===== config.mk =====
export PLATFORM = sky130hd
export DESIGN_NAME = dmaChannel
export DESIGN_NICKNAME = d
export VERILOG_FILES = /design/src/rtl/dmaPkg.sv /design/src/rtl/dmaDatapath.sv /design/src/rtl/dmaControl.sv /design/src/rtl/dmaChannel.sv
export SDC_FILE = /design/constraint.sdc
export NUM_CORES = 1
export LEC_CHECK = 0
export CAP_MARGIN = 10
export CORE_MARGIN = 1
export CORE_UTILIZATION = 45
export CTS_BUF_LIST = sky130_fd_sc_hd__clkbuf_2
export DETAILED_ROUTE_END_ITERATION = 16
export PLACE_DENSITY = 0.77
export SLEW_MARGIN = 20
export SYNTH_ARGS = -nofsm -noshare
export SYNTH_HDL_FRONTEND = slang
export SYNTH_SLANG_ARGS = --single-unit

===== constraint.sdc =====
create_clock -name clk -period 2.6 [get_ports clk]
set_input_delay 0.52 -clock clk [delete_from_list [all_inputs] [get_ports clk]]
set_output_delay 0.52 -clock clk [all_outputs]
set_load 0.02 [all_outputs]

===== src/rtl/dmaPkg.sv =====
package dmaPkg;

  typedef enum logic [2:0] {
    ST_IDLE,
    ST_CHK,
    ST_RD,
    ST_WR,
    ST_FLY
  } dmaState_e;

  typedef enum logic [1:0] {
    XT_TWO  = 2'b00,
    XT_M2IO = 2'b01,
    XT_IO2M = 2'b10,
    XT_BAD  = 2'b11
  } xferType_e;

  localparam logic [1:0] SEL_SRC  = 2'd0;
  localparam logic [1:0] SEL_DST  = 2'd1;
  localparam logic [1:0] SEL_CNT  = 2'd2;
  localparam logic [1:0] SEL_CTRL = 2'd3;

  localparam int GO_BIT  = 2;
  localparam int IRQ_BIT = 3;

  typedef struct packed {
    logic putSrc;
    logic putDst;
    logic putData;
    logic latchData;
    logic stepUnit;
    logic stepSrc;
  } dmaStrobe_t;

endpackage


===== src/rtl/dmaDatapath.sv =====
module dmaDatapath
  import dmaPkg::*;
#(
  parameter int ADDR_W = 32,
  parameter int DATA_W = 32,
  parameter int CNT_W = 16,
  parameter int UNIT_BYTES = 4,
  parameter logic [ADDR_W-1:0] EXT_BASE = 'h0010_0000
) (
  input  logic              clk,
  input  logic              rstN,
  input  logic              cfgWe,
  input  logic [1:0]        cfgSel,
  input  logic [DATA_W-1:0] cfgWdata,
  input  logic              busyIn,
  input  dmaStrobe_t        strb,
  input  logic [DATA_W-1:0] busRdata,
  output logic [ADDR_W-1:0] busAddr,
  output logic [DATA_W-1:0] busWdata,
  output logic [1:0]        typeVal,
  output logic              irqEnVal,
  output logic              cntZero,
  output logic              cntOne,
  output logic              dstInternal
);

  localparam logic [ADDR_W-1:0] STEP = ADDR_W'(UNIT_BYTES);
  localparam logic [CNT_W-1:0] CNT_ONE = CNT_W'(1);

  logic [ADDR_W-1:0] srcReg;
  logic [ADDR_W-1:0] dstReg;
  logic [CNT_W-1:0]  cntReg;
  logic [DATA_W-1:0] dataReg;
  logic [1:0]        typeReg;
  logic              irqEnReg;

  always_ff @(posedge clk) begin
    if (!rstN) begin
      srcReg   <= '0;
      dstReg   <= '0;
      cntReg   <= '0;
      dataReg  <= '0;
      typeReg  <= XT_TWO;
      irqEnReg <= 1'b0;
    end else begin
      if (cfgWe && !busyIn) begin
        case (cfgSel)
          SEL_SRC:  srcReg <= cfgWdata[ADDR_W-1:0];
          SEL_DST:  dstReg <= cfgWdata[ADDR_W-1:0];
          SEL_CNT:  cntReg <= cfgWdata[CNT_W-1:0];
          default: begin
            typeReg  <= cfgWdata[1:0];
            irqEnReg <= cfgWdata[IRQ_BIT];
          end
        endcase
      end
      if (strb.latchData) dataReg <= busRdata;
      if (strb.stepUnit) begin
        dstReg <= dstReg + STEP;
        cntReg <= cntReg - CNT_ONE;
      end
      if (strb.stepSrc) srcReg <= srcReg + STEP;
    end
  end

  always_comb begin
    busAddr = '0;
    if (strb.putSrc) busAddr = srcReg;
    else if (strb.putDst) busAddr = dstReg;
  end

  assign busWdata    = strb.putData ? dataReg : '0;
  assign typeVal     = typeReg;
  assign irqEnVal    = irqEnReg;
  assign cntZero     = (cntReg == '0);
  assign cntOne      = (cntReg == CNT_ONE);
  assign dstInternal = (dstReg < EXT_BASE);

  // each unit step moves the memory address by one unit
  a_r4_dst_step: assert property (@(posedge clk) disable iff (!rstN)
    strb.stepUnit |=> (dstReg == $past(dstReg) + STEP));

  // with no unit step, a busy channel keeps its registers
  a_r10_regs_hold: assert property (@(posedge clk) disable iff (!rstN)
    (busyIn && !strb.stepUnit) |=> ($stable(srcReg) && $stable(dstReg) && $stable(cntReg) && $stable(typeReg)));

endmodule


===== src/rtl/dmaControl.sv =====
module dmaControl
  import dmaPkg::*;
(
  input  logic       clk,
  input  logic       rstN,
  input  logic       cfgWe,
  input  logic [1:0] cfgSel,
  input  logic       goBit,
  input  logic [1:0] typeVal,
  input  logic       irqEnVal,
  input  logic       cntZero,
  input  logic       cntOne,
  input  logic       dstInternal,
  output dmaStrobe_t strb,
  output logic       busRd,
  output logic       busWr,
  output logic       devAck,
  output logic       busy,
  output logic       done,
  output logic       err,
  output logic       irq
);

  dmaState_e state;
  logic startReq;
  logic badSetting;
  logic isFly;

  assign startReq   = cfgWe && (cfgSel == SEL_CTRL) && goBit && (state == ST_IDLE);
  assign isFly      = (typeVal == XT_M2IO) || (typeVal == XT_IO2M);
  assign badSetting = (typeVal == XT_BAD) || (isFly && dstInternal);

  always_ff @(posedge clk) begin
    if (!rstN) begin
      state <= ST_IDLE;
      done  <= 1'b0;
      err   <= 1'b0;
      irq   <= 1'b0;
    end else begin
      irq <= 1'b0;
      case (state)
        ST_IDLE: begin
          if (startReq) begin
            state <= ST_CHK;
            done  <= 1'b0;
            err   <= 1'b0;
          end
        end
        ST_CHK: begin
          if (badSetting) begin
            err   <= 1'b1;
            state <= ST_IDLE;
          end else if (cntZero) begin
            done  <= 1'b1;
            irq   <= irqEnVal;
            state <= ST_IDLE;
          end else begin
            state <= isFly ? ST_FLY : ST_RD;
          end
        end
        ST_RD: state <= ST_WR;
        ST_WR, ST_FLY: begin
          if (cntOne) begin
            done  <= 1'b1;
            irq   <= irqEnVal;
            state <= ST_IDLE;
          end else begin
            state <= (state == ST_WR) ? ST_RD : ST_FLY;
          end
        end
        default: state <= ST_IDLE;
      endcase
    end
  end

  always_comb begin
    strb.putSrc    = (state == ST_RD);
    strb.latchData = (state == ST_RD);
    strb.putDst    = (state == ST_WR) || (state == ST_FLY);
    strb.putData   = (state == ST_WR);
    strb.stepUnit  = (state == ST_WR) || (state == ST_FLY);
    strb.stepSrc   = (state == ST_WR);
  end

  assign busRd  = (state == ST_RD) || ((state == ST_FLY) && (typeVal == XT_M2IO));
  assign busWr  = (state == ST_WR) || ((state == ST_FLY) && (typeVal == XT_IO2M));
  assign devAck = (state == ST_FLY);
  assign busy   = (state != ST_IDLE);

  // completion is only flagged on an idle channel
  a_r8_done_idle: assert property (@(posedge clk) disable iff (!rstN)
    done |-> !busy);

  // the interrupt comes only with completion
  a_r9_irq_done: assert property (@(posedge clk) disable iff (!rstN)
    irq |-> done);

  // an error leaves the bus quiet
  a_r6_err_quiet: assert property (@(posedge clk) disable iff (!rstN)
    err |-> !(busRd || busWr || devAck));

  // a fly-by cycle carries exactly one direction strobe
  a_r5_ack_one: assert property (@(posedge clk) disable iff (!rstN)
    devAck |-> (busRd != busWr));

  // a copy read beat is always followed by its write beat
  a_r3_rd_then_wr: assert property (@(posedge clk) disable iff (!rstN)
    (busRd && !devAck) |=> (busWr && !devAck));

endmodule


===== src/rtl/dmaChannel.sv =====
module dmaChannel
  import dmaPkg::*;
#(
  parameter int ADDR_W = 32,
  parameter int DATA_W = 32,
  parameter int CNT_W = 16,
  parameter int UNIT_BYTES = 4,
  parameter logic [ADDR_W-1:0] EXT_BASE = 'h0010_0000
) (
  input  logic              clk,
  input  logic              rstN,
  input  logic              cfgWe,
  input  logic [1:0]        cfgSel,
  input  logic [DATA_W-1:0] cfgWdata,
  output logic [1:0]        cfgType,
  output logic [ADDR_W-1:0] busAddr,
  output logic              busRd,
  output logic              busWr,
  output logic [DATA_W-1:0] busWdata,
  input  logic [DATA_W-1:0] busRdata,
  output logic              devAck,
  output logic              busy,
  output logic              done,
  output logic              err,
  output logic              irq
);

  dmaStrobe_t strb;
  logic [1:0] typeVal;
  logic irqEnVal;
  logic cntZero;
  logic cntOne;
  logic dstInternal;

  dmaDatapath #(
    .ADDR_W(ADDR_W), .DATA_W(DATA_W), .CNT_W(CNT_W),
    .UNIT_BYTES(UNIT_BYTES), .EXT_BASE(EXT_BASE)
  ) uData (
    .clk(clk), .rstN(rstN), .cfgWe(cfgWe), .cfgSel(cfgSel), .cfgWdata(cfgWdata),
    .busyIn(busy), .strb(strb), .busRdata(busRdata), .busAddr(busAddr),
    .busWdata(busWdata), .typeVal(typeVal), .irqEnVal(irqEnVal),
    .cntZero(cntZero), .cntOne(cntOne), .dstInternal(dstInternal)
  );

  dmaControl uCtrl (
    .clk(clk), .rstN(rstN), .cfgWe(cfgWe), .cfgSel(cfgSel),
    .goBit(cfgWdata[GO_BIT]), .typeVal(typeVal), .irqEnVal(irqEnVal),
    .cntZero(cntZero), .cntOne(cntOne), .dstInternal(dstInternal),
    .strb(strb), .busRd(busRd), .busWr(busWr), .devAck(devAck),
    .busy(busy), .done(done), .err(err), .irq(irq)
  );

  assign cfgType = typeVal;

endmodule


# == After elaboration in Yosys (flattened, before gate mapping) ==
# Index checks and enable logic that the tools add are counted.
# classes
mul,0
reduce_logical,32
n_shift,0
add_sub_neg,3
n_mux,30
n_div,0
n_bitwise,1
order_cmp,1
eq_ne,16
# ops
cell,n
$mux W32,9
$add A32 B3 Y32 const B,2
$mux W16,3
$lt A32 B21 Y1 const B,1
$mux W3,6
$eq A16 B1 Y1 const B,1
$logic_not A16 Y1,1
$sub A16 B1 Y16 const B,1
$pmux W3 S4,1
$reduce_bool A2 Y1,6
$eq A2 B2 Y1 const B,4
$mux W1,8
$reduce_and A2 Y1,4
$logic_and A1 B1 Y1,7
$eq A3 B2 Y1 const B,2
$ne A2 B2 Y1 const B,3
$reduce_bool A3 Y1,2
$logic_or A1 B1 Y1,5
$reduce_and A5 Y1,1
$eq A2 B1 Y1 const B,2
$ne A2 B1 Y1 const B,2
$pmux W1 S2,2
$eq A3 B1 Y1 const B,1
$eq A3 B3 Y1 const B,1
8 further kinds,8
# totals
input_bits,69
regBits,121
mem_bits_rw,0
n_memories,0
romBits,0
latch_bits,0

# == Logic depth before layout (Yosys ltp) ==
# depth
ltp_word,6
depth_mapped,8
ltp_nobuf,7

# == Cells and area by module ==
# A second synthesis with hierarchy kept.
# unflattened
cells_unflattened,901
area_unflattened_um2,6902.9
# modules_own_cells
mod,seq_area_each_um2,cells_per_inst,area_each_um2,n_inst
dmaDatapath,2302.2,844,6456.2,1
dmaControl,120.1,57,446.7,1

# == Least setup slack after synthesis ==
# Ideal clock, no wire load.
# synth_path
path_kind,reg2out
start,register uCtrl.state[2]
end,output busAddr[10]
arrival_time_ns,1.753
path_stages_with_launch,7
slack_ns,0.327
path_buffers,2
required_ns,2.080
path_cell_list,dfxtp_1 -> or3b_4 -> inv_2 -> nor2_1 -> clkbuf_8 -> clkbuf_1 -> o21ai_0
# synth_via
elab_chain_len,4
elab_cells_between_ends,6
# synth_rtl
item,line,rtl
"start, declared",dmaControl.sv:24,dmaState_e state;
"start signal, assigned",dmaControl.sv:58,state <= isFly ? ST_FLY : ST_RD;
"start signal, assigned",dmaControl.sv:68,state <= (state == ST_WR) ? ST_RD : ST_FLY;
$eq A3 B2 Y1 or $eq A3 B3 Y1 (tied branches),dmaControl.sv:79,strb.putDst = (state == ST_WR) || (state == ST_FLY);
$logic_or A1 B1 Y1,dmaControl.sv:79,
$mux W32,dmaDatapath.sv:69,else if (strb.putDst) busAddr = dstReg;
$mux W32 *,dmaDatapath.sv:68,if (strb.putSrc) busAddr = srcReg;
"end, declared",dmaChannel.sv:16,"output logic [ADDR_W-1:0] busAddr,"
# Mark *: on every way between the ends. The rest lies on a longest branch, timed or not.

# == Final worst setup path ==
# layout_path
start,register uCtrl.state[1]
end,output busWdata[15]
# layout_via
elab_chain_len,2
# layout_rtl
item,line,rtl
$eq A3 B2 Y1,dmaControl.sv:80,strb.putData = (state == ST_WR);
$mux W32,dmaDatapath.sv:72,assign busWdata = strb.putData ? dataReg : '0;
"end, declared",dmaChannel.sv:19,"output logic [DATA_W-1:0] busWdata,"
# No other way between the ends.

==> impl_summary.md <==
Run status
The run finished, with violations left. The final reports fail on negative setup slack.

Global route
The largest net degree at the start of global routing is 41. The first global-routing pass estimated approximately 38000 um of wire. The remaining global-route overflow is 0.

The number of global-route vias before repair was a little over 7000. The initial antenna violation count was 1. The total global-route track usage is 30.0%.

Routing
For this run, design rule violations remaining after detail routing come to 0. The post-detailed-route wirelength per cell is a little under 20 um. In this run the remaining antenna-violating nets after routing total 0. Across all layers, the routed design uses 8047 vias. The number of detailed-route iterations in the first pass is 7. The post-detailed-route via-to-cell ratio is 6.32. The first routing iteration left roughly 1100 violations. For this block, the routed nets add up to roughly 25000 um of wire.

STA
The final-report max-slew violation count is 0. The worst hold slack after final layout is about 0.29 ns. The least setup slack across all paths after layout is -0.156 ns. For the pin with the worst max-slew slack, the measured transition is 0.704 ns.

The number of failing setup endpoints in the final timing report is 64. The hold violation total from the final report came to 0. For this run, the top clock speed supported by timing is around 360 MHz. For the final routed database, the setup TNS stands at -4.72 ns. Measured against its own limit, the worst slew margin works out to 52.9%. The worst path uses 106% of the clock period.

The smallest clock period supported by the final layout is computed as 2.76 ns. Setup repair after global routing could not meet its margin everywhere. For the final database, setup skew stands at 0.0256 ns.

Power and ir drop
For this design the static power due to leakage is 3.66 nW. Per report_power, the clock group accounts for between 30% and 40% of the total. The maximum ir drop on the vdd rail is 229 uV. The sequential cell fraction of total power is 52.3%. The total chip power is 3.78 mW. In this run the power density over the cells is 395 nW/um^2. The fraction of power consumed by combinational cells is 12.0%.

The net switching share of the total power is between 20% and 30%. The net switching component of the power is 1.03 mW. The internal power component is 2.75 mW.

Hold path
Counting instances, the worst hold path has a depth of 3. The classification of the worst-slack hold path is input pin to flip-flop.

Logic synthesis
In this run, synthesis inferred 0 flip-flops with an integrated enable. The post-synth net total is 973. In the post-synthesis netlist, the biggest area contributors are sky130_fd_sc_hd__dfxtp_1 35%, sky130_fd_sc_hd__nand2_1 8.5%, sky130_fd_sc_hd__a21oi_1 6.2%, sky130_fd_sc_hd__and2_1 3.5%, sky130_fd_sc_hd__o21ai_0 3.4%. In the synthesized netlist the async set-or-reset flop fraction comes to 0%.

Of the post-synthesis cell area, the dominant cell type holds 35.1%. The prevailing post-synth register cell is sky130_fd_sc_hd__dfxtp_1. The synthesized design spends more area on one cell type than any other, namely sky130_fd_sc_hd__dfxtp_1. Synthesis inferred 121 register bits. The average footprint of a synthesized cell is 7.70 sq um. The cell area after technology mapping is 6900 sq um.

The share of the Yosys chip area taken by registers is 35.1%. Synthesis produced a netlist whose cell count is 896. The most common cell in the synthesized netlist is sky130_fd_sc_hd__nand2_1.

Yosys printed 0 warnings. The synthesized netlist contains 74 unique library cells. By count the netlist is led by 157 x sky130_fd_sc_hd__nand2_1, 121 x sky130_fd_sc_hd__dfxtp_1, 85 x sky130_fd_sc_hd__a21oi_1.

Place
Once placement finished, the instance area stood at about 8700 sq um. At the end of routability-driven placement, the weighted congestion stood at about 0.9. Input and output buffers added on the ports amount to 141.

The estimated wirelength of the detail-placed design is roughly 16000 um.

Critical path
The worst setup path is of the flip-flop to primary output kind. The data arrival time of the worst path is 2.24 ns. The worst setup path is launched from a flip-flop. STA puts the critical path data required time at 2.08 ns. The depth of the most critical reg-to-reg path is 8. Along the worst path, the maximum fanout reaches 11.

The worst setup path is captured at a primary output.

Clock network
The clock latency of the later-clocked register in the worst-skew pair is 0.74 ns. The clock sink count is 121. CTS built an H-tree with a depth of 4. The TritonCTS buffer count is 17. The count of hold buffers inserted by post-cts repair is 0. The longest clock path from root to sink contains 2 buffers. The clock tree from TritonCTS is built.

The clock transition at the registers of the reported paths is 0.20 ns. The tree is rooted in a sky130_fd_sc_hd__clkbuf_2.

Finish
The final non-filler cell area is between 9000 and 10000 sq um. Of the cells placed in the final design, the portion with a size suffix greater than 1 is 22.3%. Fill cells in the final layout number 1220.

Compared with the post-synthesis result, the final layout area differs by 38.7%. The final layout contains 1154 nets.

Floorplanning
In this run the vertical extent of the chip is 126 um. The cell row count is between 40 and 50. The floorplan die width is between 100 and 150 um. For this configuration, the core starts out at a cell density of 46.8%. The die covers roughly 16000 sq um. The number of I/O pins is 142. The core region is between 10000 and 15000 sq um.

Run
The max-capacitance violation count is 0.
## stage by stage
stage	cells	utilization, %	setup slack [ns]
final	1274	64.9	-0.156
after global routing	1274	64.9	-0.249
after CTS	1251	61.6	-0.153
after detailed placement	1208	58.8	0.0340
after global placement	1208	58.8	0.0540
after floorplan	896	-	0.327
## logic make-up (layout without fill, tap and decap cells)
| logic type | count (synthesis) | after routing | share of synthesized area, % |
|---|---|---|---|
| simple gates | 402 | 402 | 29.9 |
| compound gates | 272 | 272 | 25.8 |
| flops | 121 | 121 | 35.1 |
| buf+inv | 84 | 277 | 6.38 |
| fa+ha+maj | 8 | 8 | 1.45 |
| mux | 7 | 7 | 1.05 |
| xor+xnor | 2 | 2 | 0.254 |
| other cells | 0 | 1 | 0 |
## path summary, 6_finish.rpt
check | startpoint | slack, ns | end
setup / recovery | uCtrl.state[1]$_SDFFE_PN0P_ | -0.16 | busWdata[15]
hold / removal | busRdata[0] | 0.29 | uData.dataReg[0]$_SDFFE_PN0P_
setup reg to reg | uCtrl.state[2]$_SDFFE_PN0P_ | 0.24 | uData.srcReg[10]$_SDFFE_PN0P_
hold reg to reg | uData.dataReg[29]$_SDFFE_PN0P_ | 0.46 | uData.dataReg[29]$_SDFFE_PN0P_
## power by group through the flow
stage,Clock (mW),Combinational [mW],Sequential (mW)
CTS,1.37,0.437,1.97
global placement,0,0.428,2.01
finish,1.35,0.454,1.98
global route,1.46,0.484,1.99
floorplan,0,0.214,1.99
detailed placement,0,0.433,2.01
## registers in the layout, indices dropped and copies added, names as in the netlist
name and cells:
uCtrl.done 1, uCtrl.err 1, uData.typeVal 2, uCtrl.state 3, uData.dataReg 32, uData.irqEnVal 1
uCtrl.irq 1, uData.dstReg 32, uData.srcReg 32, uData.cntReg 16
## placed cells by master, fill, tap and decap left out, drive strengths merged, types with 23 or more instances in the layout
cell | Yosys | routed
nor4 | 23 | 23
clkbuf | 52 | 24
a22o | 25 | 25
a31oi | 30 | 30
nand2 | 157 | 157
dfxtp | 121 | 121
o21ai | 48 | 48
clkdlybuf4s50 | 0 | 73
buf | 15 | 150
and2 | 39 | 39
nor2 | 51 | 51
a21oi | 85 | 85
nand3 | 34 | 34
## metal layers
layer	vias to the layer above	global-route usage [%]	wire [um]
met3	89	6.84	2270
li1	3690	-	-
met2	477	46.7	11800
met1	3791	39.6	10300
met4	0	13.7	999
met5	-	0	0
## critical path, stage by stage, from the launching register on
cell and delay, ns:
sky130_fd_sc_hd__dfxtp_2 0.36, sky130_fd_sc_hd__buf_6 0.13, sky130_fd_sc_hd__and3b_2 0.26, sky130_fd_sc_hd__buf_4 0.16, sky130_fd_sc_hd__buf_12 0.12, sky130_fd_sc_hd__buf_16 0.14, sky130_fd_sc_hd__and2_1 0.17, sky130_fd_sc_hd__buf_4 0.16
## repair_timing
action,4_1_cts,5_1_grt
setup endpoints to repair,68,66
resized for setup,380,74
pin swaps,3,24
setup buffers,9,18
gates cloned,3,4
## area by class of cell
type | count | area (sq um) | share of cell area, %
multi-input combinational | 691 | 4190 | 43.8
inverter | 15 | 61.3 | 0.640
sequential | 121 | 2430 | 25.3
antenna | 1 | 2.50 | 0.0261
clock buffer | 20 | 100 | 1.05
clock inverter | 11 | 154 | 1.61
timing repair buffer | 231 | 2410 | 25.1
tap | 184 | 230 | 2.40
Power figures use the tool's default switching activity.
